--- src/rtl/acq_stream_ctrl.sv ---
module acq_stream_ctrl #(
  parameter int          CFG_CYC  = 4,
  parameter int          WAIT_CYC = 3,
  parameter logic [23:0] WORD_A   = 24'h061222,
  parameter logic [23:0] WORD_B   = 24'h200000
) (
  input  logic       clk,
  input  logic       rst_n,
  input  logic       cmd_valid,
  input  logic [7:0] cmd_data,
  output logic       out_valid,
  input  logic       out_ready,
  output logic [7:0] out_data,
  output logic [1:0] phase
);

  localparam int CNT_MAX = (CFG_CYC > WAIT_CYC) ? CFG_CYC : WAIT_CYC;
  localparam int CW = $clog2(CNT_MAX + 1);
  localparam logic [CW-1:0] CFG_LAST  = CW'(CFG_CYC - 1);
  localparam logic [CW-1:0] WAIT_LAST = CW'(WAIT_CYC - 1);

  typedef enum logic [1:0] {PH_RST = 2'd0, PH_CFG = 2'd1, PH_WAIT = 2'd2, PH_XFER = 2'd3} phase_t;

  phase_t        ph_q;
  logic [CW-1:0] cnt_q;
  logic          run_q, quit_q, sel_q;
  logic [1:0]    idx_q;
  logic [23:0]   word;

  wire cmd_r  = cmd_valid && cmd_data == 8'h72;
  wire cmd_s  = cmd_valid && !quit_q && cmd_data == 8'h73;
  wire cmd_t  = cmd_valid && !quit_q && cmd_data == 8'h74;
  wire cmd_q  = cmd_valid && !quit_q && cmd_data == 8'h71;
  wire run_nx = cmd_s || (run_q && !cmd_t && !cmd_q);
  wire fire   = out_valid && out_ready;
  wire last   = idx_q == 2'd2;

  assign word      = sel_q ? WORD_B : WORD_A;
  assign out_valid = ph_q == PH_XFER;
  assign out_data  = (idx_q == 2'd0) ? word[23:16] :
                     (idx_q == 2'd1) ? word[15:8]  : word[7:0];
  assign phase     = ph_q;

  always_ff @(posedge clk or negedge rst_n) begin
    if (!rst_n) begin
      ph_q   <= PH_RST;
      cnt_q  <= '0;
      run_q  <= 1'b0;
      quit_q <= 1'b0;
      sel_q  <= 1'b0;
      idx_q  <= 2'd0;
    end else if (cmd_r) begin
      ph_q   <= PH_RST;
      cnt_q  <= '0;
      run_q  <= 1'b0;
      quit_q <= 1'b0;
      sel_q  <= 1'b0;
      idx_q  <= 2'd0;
    end else begin
      run_q <= run_nx;
      if (cmd_q) quit_q <= 1'b1;
      if (fire) begin
        idx_q <= last ? 2'd0 : idx_q + 2'd1;
        if (last) sel_q <= ~sel_q;
      end
      unique case (ph_q)
        PH_RST: begin
          ph_q  <= PH_CFG;
          cnt_q <= '0;
        end
        PH_CFG:
          if (cnt_q == CFG_LAST) begin
            ph_q  <= PH_WAIT;
            cnt_q <= '0;
          end else begin
            cnt_q <= cnt_q + CW'(1);
          end
        PH_WAIT:
          if (cnt_q == WAIT_LAST) begin
            if (run_nx) ph_q <= PH_XFER;
          end else begin
            cnt_q <= cnt_q + CW'(1);
          end
        PH_XFER:
          if (fire && last && !run_nx) ph_q <= PH_WAIT;
      endcase
    end
  end

endmodule

--- config.mk ---
export PLATFORM = sky130hd
export DESIGN_NAME = acq_stream_ctrl
export DESIGN_NICKNAME = d
export VERILOG_FILES = /design/src/rtl/acq_stream_ctrl.sv
export SDC_FILE = /design/constraint.sdc
export NUM_CORES = 1
export LEC_CHECK = 0
export BUFFER_PORTS_ARGS = -buffer_cell sky130_fd_sc_hd__buf_2
export CAP_MARGIN = 40
export CORE_MARGIN = 2
export CORE_UTILIZATION = 40
export CTS_CLUSTER_SIZE = 12
export DETAILED_ROUTE_END_ITERATION = 10
export PLACE_DENSITY_LB_ADDON = 0.2
export SLEW_MARGIN = 20
export SYNTH_ARGS = -nofsm -noshare
export SYNTH_HDL_FRONTEND = slang
export SYNTH_SLANG_ARGS = --single-unit
export TNS_END_PERCENT = 100
--- constraint.sdc ---
create_clock -name clk -period 3.2 [get_ports clk]
set_clock_uncertainty 0.2 [all_clocks]
set_input_delay 0.16 -clock clk [delete_from_list [all_inputs] [get_ports clk]]
set_output_delay 0.16 -clock clk [all_outputs]
set_load 0.03 [all_outputs]
# == After elaboration in Yosys (flattened, before gate mapping) ==
# Index checks and enable logic that the tools add are counted.
# totals
register_bits,10
latch_bits,0
ram_bits,0
rom_bits,0
wordCells,71
memories,0
# op_classes
n_addsub,2
mul,0
n_div,0
magnitude_cmp,0
n_eq_ne,16
shift,0
mux,22
bitwise,1
reduce_logical,24
# ops
op,count
$eq A8 B7 Y1 const B,4
$mux W22,1
$mux W2,8
$mux W8,2
$ne A3 B3 Y1 const B,4
$logic_and A1 B1 Y1,10
$mux W3,3
$pmux W3 S3,1
$pmux W2 S4,1
$eq A2 B2 Y1 const B,3
$eq A3 B2 Y1 const B,2
$mux W1,6
$reduce_bool A2 Y1,3
$eq A2 B1 Y1 const B,2
$logic_not A1 Y1,4
$logic_not A2 Y1,2
$reduce_and A2 Y1,2
$reduce_and A4 Y1,1
$reduce_bool A4 Y1,1
$add A3 B1 Y3 const B,1
$ne A3 B1 Y1 const B,1
$add A2 B1 Y2 const B,1
$logic_or A1 B1 Y1,1
$not A1 Y1,1

# == Longest topological paths before layout ==
# Gate-level depths: netlist (run 1).
# depth
ltp_word,12
mapped_depth,8
depth_no_buf,7

# == Least setup slack after synthesis (run 1) ==
# OpenSTA, ideal clock, no wires.
# synth_timing
path_kind,register to register
startpoint,"register ph_q[1], in the netlist phase[1]"
endpoint,"register ph_q[0], in the netlist phase[0]"
setup_time_ns,0.130
arrival_ns,1.604
required_ns,2.870
setup_slack_ns,1.266
path_stages_with_launch,8
path_cell_list,dfrtp_1 -> inv_1 -> ha_1 -> nor2b_1 -> a211oi_1 -> inv_1 -> a22oi_2 -> o22ai_1
# synth_between
elab_chain_cells,6
word_cells_on_any_way,14
cone_classes,eq/ne: 7; mux: 2; reduce/logical: 5
# synth_lines
item,line,text
from (decl),24,phase_t ph_q;
from (signal assigned),46,ph_q <= PH_RST;
from (signal assigned),53,ph_q <= PH_RST;
from (signal assigned),68,ph_q <= PH_CFG;
$eq A2 B2 Y1,"39, 66",
$logic_and A1 B1 Y1,35,wire fire = out_valid && out_ready;
$logic_and A1 B1 Y1 (2 in a row),85,if (fire && last && !run_nx) ph_q <= PH_WAIT;
$ne A3 B1 Y1 (no source line),--,
$reduce_and A4 Y1 (no source line),--,
# Several ways; a longest one is shown, not always the timed one.
# A chain may end at the register's enable or synchronous reset.

# == Worst setup path in the final report (run 1) ==
# Same ends and word-level chain as after synthesis.

==> impl_results.md, run 1 <==
* Outcome: completed
* Core Area at about 2000 sq um
* Final worst path period share at between 50 and 60%
* Final Critical Period at roughly 1900 ps
* Synth Flop Type: dfrtp_1
* RSZ-0062 raised after global routing: no
* Initial Utilization at a little over two fifths
* Max IR drop VDD at 444.3 uV
* Max Fclk at 535.9 MHz
* Initial drt markers at 10
* Highest metal used: met4
* Clock Latency Late Sink at around 260 ps
* Worst hold slack at between 30 and 40 ps
* Diode count at 0
* Mapped Area at ~840 sq um
* Post-synth EDFFs at 0
* Yosys top cell area share at between 20 and 30%
* Cts bufs inserted at 3
* Seq/Total Area, Yosys at approximately 30%
* HPWL after DPL at ~1300 um
* H-tree depth at 1
* Commonest cells in the netlist: dfrtp_1 (10), inv_1 (9), nor2_1 (9)
* Setup CP Type: reg -> reg
* M1 WL at roughly 810 um
* Via density at approximately 5
* DR pass1 iterations at 6
* CTS tree: yes
* Final nets at around 140
* Num ports at 23
* Area delta synth->final at 17.56%
* Routed wire length at 1634 um
* Final Power at 0.8142 mW
* Metal3 WL at 83 um
* Wire per inst at ~11 um
* CTS Buffer Depth at 2
* Vias in the first global route at between 600 and 700
* Worst setup margin at around 1300 ps
* Avg Inst Size Synth at around 9 sq um
* Number of warnings issued by yosys at 0
* Die area at 2485 sq um
* HP Class: in -> reg
* Main area contributors after synthesis: dfrtp_1 (30%), ha_1 (12%), inv_1 (4.0%)
* DR vias at ~740
* Cells after synthesis at 95
* Gpl congestion at about 0.82
* Final slew viol count at 0
* Die Span Y at ~50 um
* Required @ worst endpoint at between 3000 and 4000 ps
* Overflow after GRT at 0
* Most frequent cell after synthesis: dfrtp_1
* Critical path capture point type: flop
* DRC viols at 0
* Die W at between 40 and 50 um
* Yosys top cell by area: dfrtp_1
* Clock Sinks at 10
* Antenna violations before repair at 0
* CP arrival at ~1800 ps
* Global-route wire length before repair at roughly 2700 um
* Max_cap viols at 0
* Post-DRT Antenna Nets at 0
* Layout cells sized above 1 at 26.72%
* Met2 Wirelength at 719 um
* GR Util All Layers at 14.08%
* Post-synthesis sequential element count at 10
* Startpoint types: flop
* Port Buffers at 18
* P per Cell Area at about 820 nW/um^2
* Final TNS setup at 0 ps
* Setup violators final at 0
* Synth async-reset ratio at between 90% and 100%
* Lkg Pwr at 0.4638 nW
* Largest net degree at the start of global routing at 11
* Pre-CTS setup slack at 1360 ps
* Crit Path Max Fanout at 4
* Synth unique cells at 37
* Clk root buf: clkbuf_4
* Clock-pin transition on the worst setup and hold timing paths at ~70 ps
* Final hold violations at 0
* Standard-cell row count at 16
-- layer usage --
metal / vias up / track usage (%)
met3: 4 / 2.727
met4: 0 / 6.944
met5: - / 0
met2: 20 / 21.11
li1: 380 / -
met1: 331 / 19.24
-- report_power, final --
group | internal [mW] | switching (mW)
clock network | 0.0691 | 0.0448
registers | 0.169 | 0.0460
logic | 0.192 | 0.293
-- what timing repair did --
action	4_1_cts	5_1_grt
hold buffers	1	0
hold endpoints to repair	10	0
gates resized for setup	0	0
setup buffers	0	0
-- per-stage QoR --
stage          instance area (sq um)  util (%)  std cells
5_1_grt                        988.4     49.87        143
3_3_place_gp                   942.2     47.54        138
4_1_cts                        988.4     49.87        143
3_5_place_dp                   942.2     47.54        138
6_report                       988.4     49.87        143
2_1_floorplan                  852.1         -         98
-- critical path, cell delays in order (launching register included) --
cell	delay, ps
dfrtp_1	390
inv_1	90
ha_1	210
nor2b_1	170
a211oi_1	340
inv_1	90
a22oi_2	150
o22ai_1	100
-- state kept, by name, indices dropped and copies added (netlist names) --
signal / count
cnt_q: 3
idx_q: 2
phase: 2
quit_q: 1
run_q: 1
sel_q: 1
-- final cells by class --
type                       count  area, sq um
timing repair buffer          19        100.1
clock buffer                   4        36.28
multi-input combinational     74        534.3
fill                         213        993.5
tap                           27        33.78
inverter                       9        33.78
sequential                    10        250.2
-- final timing paths --
check | startpoint | to | slack [ps] | depth (start not counted)
min | cmd_data[0] | quit_q | 40 | 2
min in group asynchronous | rst_n | sel_q | 90 | 2
max in group asynchronous | rst_n | run_q | 2510 | 2
min reg2reg | cnt_q[1] | cnt_q[1] | 360 | 2
max reg2reg | phase[1] | phase[0] | 1330 | 7
max | phase[1] | phase[0] | 1330 | 7
-- layout by cell type, fill, tap and decap left out, types with 2 or more instances in the layout --
cell / netlist / layout
dfrtp_1: 10 / 10
nor3b_1: 3 / 3
nor4b_2: 2 / 2
clkbuf_4: 0 / 3
o41ai_1: 2 / 2
o22ai_1: 2 / 2
nand2_1: 5 / 5
a22oi_2: 2 / 2
buf_2: 0 / 18
a211oi_1: 2 / 2
a21oi_1: 5 / 5
inv_1: 9 / 9
ha_1: 8 / 8
conb_1: 1 / 4
nor3_1: 6 / 6
nor2_1: 9 / 9
nand2b_1: 2 / 2
nand3_1: 3 / 3
-- kinds of logic (layout without fill, tap and decap cells) --
| kind of cell | count (synthesis) | count (layout) | share of synthesized area, % |
|---|---|---|---|
| AOI/OAI and AO/OA | 22 | 22 | 19.94 |
| xor gates and xnor gates | 1 | 1 | 1.042 |
| adders and majority gates | 8 | 8 | 11.91 |
| buffers and inverters | 14 | 32 | 8.035 |
| DFF | 10 | 10 | 29.76 |
| muxes | 1 | 1 | 1.339 |
| other | 1 | 4 | 0.4460 |
| and+or+nand+nor | 38 | 38 | 27.53 |
(Power assumes the default switching activity.)
==> run 2: changes to the inputs <==
clock period = 1.5 ns   (was 3.2 ns; I/O delays follow)
==> run 2 against run 1 <==
The flow now finishes with violations (negative setup slack). Fmax rose by 7.7%. Via count rose by 15%. Largest power group unchanged. Critical endpoint is now phase[1]. Global-route usage rose by 5.0 points. Combinational power rose to 3.8 times the previous value. Clock power rose by 120%. Register-to-register slack got worse by 1600 ps. Critical path depth fell by 1. Setup slack got worse by 1600 ps. Die area did not move. Total power rose to 3.2 times the previous value. Count of clock-buffer cells in the layout did not move. Sequential share of layout area fell by 6.9 points.
==> impl_results.md, run 2 (synthesis gave the netlist of run 1 again) <==
* Worst setup margin at -231.9 ps (-1566 ps)
* Die area at 2485 sq um (unchanged)
* Die W at 49.85 um (unchanged)
* Post-DP Area at 1060 sq um (+12%)
* Max reg flops at 3 (unchanged)
* Final slew viol count at 0 (unchanged)
* Clock-pin transition on the worst setup and hold timing paths at 80 ps (about the same)
* Most frequent cells in the layout: buf_2 (15), buf_4 (9), nor2_1 (8), buf_6 (8)
* Biggest register: cnt_q
* Commonest non-fill, non-tap cell in the layout: buf_2
* Final nets at 156 (+14%)
* Diode count at 0 (unchanged)
* Failing checks: negative setup slack
* CTS Buffer Depth at 2 (unchanged)
* M2 GR Usage at 33.11% (+12 points)
* Startpoint types: flop
* Post-route cell area at 1383 sq um (+40%)
* Most used routing layer: met2
* Critical path capture point type: flop
* Setup violators final at 5 (+5)
* Outcome: complete, but fails checks
* Vias in the first global route at 818 (+29%)
* GR Util All Layers at 19.12% (+5.0 points)
* Final Critical Period at 1732 ps (-134.1 ps)
* Lkg Pwr at 0.5930 nW (+28%)
* Final hold violations at 0 (unchanged)
* P per Cell Area at 1856 nW/um^2 (+130%)
* Met3 Use GR at 3.636% (+0.91 points)
* DR vias at 847 (+15%)
* Clk root buf: clkbuf_4
* Clock Latency Late Sink at 270 ps (about the same)
* HPWL after DPL at 1441 um (+12%)
* Global-route wire length before repair at 3581 um (+35%)
* Standard-cell row count at 16 (unchanged)
* Met1 GRT Util at 22.24% (+3.0 points)
* Num ports at 23 (unchanged)
* DRC viols at 0 (unchanged)
* Final Power at 2.565 mW (+220%)
* CP arrival at 1690 ps (-120 ps)
* RSZ-0062 raised after global routing: yes
* Cts bufs inserted at 3 (unchanged)
* HP Class: in -> reg
* Core Area at 1982 sq um (unchanged)
* DR pass1 iterations at 4 (-2)
* Final TNS setup at -820.1 ps (-820.1 ps)
* Largest net degree at the start of global routing at 11 (unchanged)
* Max_cap viols at 0 (unchanged)
* Gpl congestion at 0.8382 (+2.8%)
* Initial Utilization at 42.42% (unchanged)
* Antenna violations before repair at 0 (unchanged)
* Max IR drop VDD at 1131 uV (+150%)
* Post-DRT Antenna Nets at 0 (unchanged)
* Routed wire length at 2144 um (+31%)
* Die Span Y at 49.85 um (unchanged)
* Via density at 5.228 (+1.7%)
* Initial drt markers at 14 (+4)
* Area delta synth->final at 64.44%
* Overflow after GRT at 0 (unchanged)
* Wire per inst at 13.23 um (+16%)
* Required @ worst endpoint at 1450 ps (-1690 ps)
* Layout cells sized above 1 at 55.56% (+29 points)
* Final worst path period share at 115.5% (+57 points)
* Setup CP Type: reg -> reg
* CTS tree: yes
* Max Fclk at 577.4 MHz (+7.7%)
* Crit Path Max Fanout at 4 (unchanged)
* Clock Sinks at 10 (unchanged)
* Port Buffers at 18 (unchanged)
* H-tree depth at 1 (unchanged)
* Pre-CTS setup slack at -229.4 ps (-1589 ps)
==> run 2: worst paths after layout <==
check	to	slack, ps	depth (start not counted)	start
max	phase[1]	-230	6	phase[1]
min	quit_q	50	3	cmd_data[1]
max reg2reg	phase[1]	-230	6	phase[1]
min reg2reg	cnt_q[2]	410	2	cnt_q[2]
max in group asynchronous	phase[1]	150	3	rst_n
min in group asynchronous	sel_q	600	3	rst_n
==> run 2: what timing repair did <==
item	CTS	global route
gates resized for setup	28	17
pin swaps	8	2
endpoints found under the setup margin	9	12
buffers inserted	1	0
hold endpoints to repair	14	0
hold buffers	6	0
==> run 2: stage by stage <==
stage	std cells	utilization (%)	hold WS, ps
after floorplan	98	-	-420.6
after global placement	151	53.47	-252.8
after detailed placement	151	53.47	-243.3
after CTS	162	66.35	34.96
after global routing	162	69.76	67.87
final	162	69.76	48.29
==> run 2: report_power, final <==
group	internal (mW)	switching, mW
clock network	0.148	0.107
registers	0.366	0.100
logic	0.910	0.934
total	1.42	1.14
==> run 2: routing by layer <==
metal / wire length [um] / vias to the layer above
met1: 877 / 406
met2: 1150 / 22
met5: 0 / -
met3: 71 / 6
li1: - / 413
met4: 45 / 0
==> run 2: cell type report <==
type / count / area, sq um
flip-flops and latches: 10 / 254.0
fillers: 154 / 599.3
inverters: 9 / 33.78
clock buffers: 4 / 36.28
multi-input cells: 74 / 732.0
well taps: 27 / 33.78
repair buffers: 38 / 292.8
==> run 2: worst max-delay path: stages (launching register included) <==
cell and delay (ps):
dfrtp_2 400, inv_2 70, ha_4 170, nor2b_4 140, a211o_1 280, a22oi_2 230, o22ai_1 110
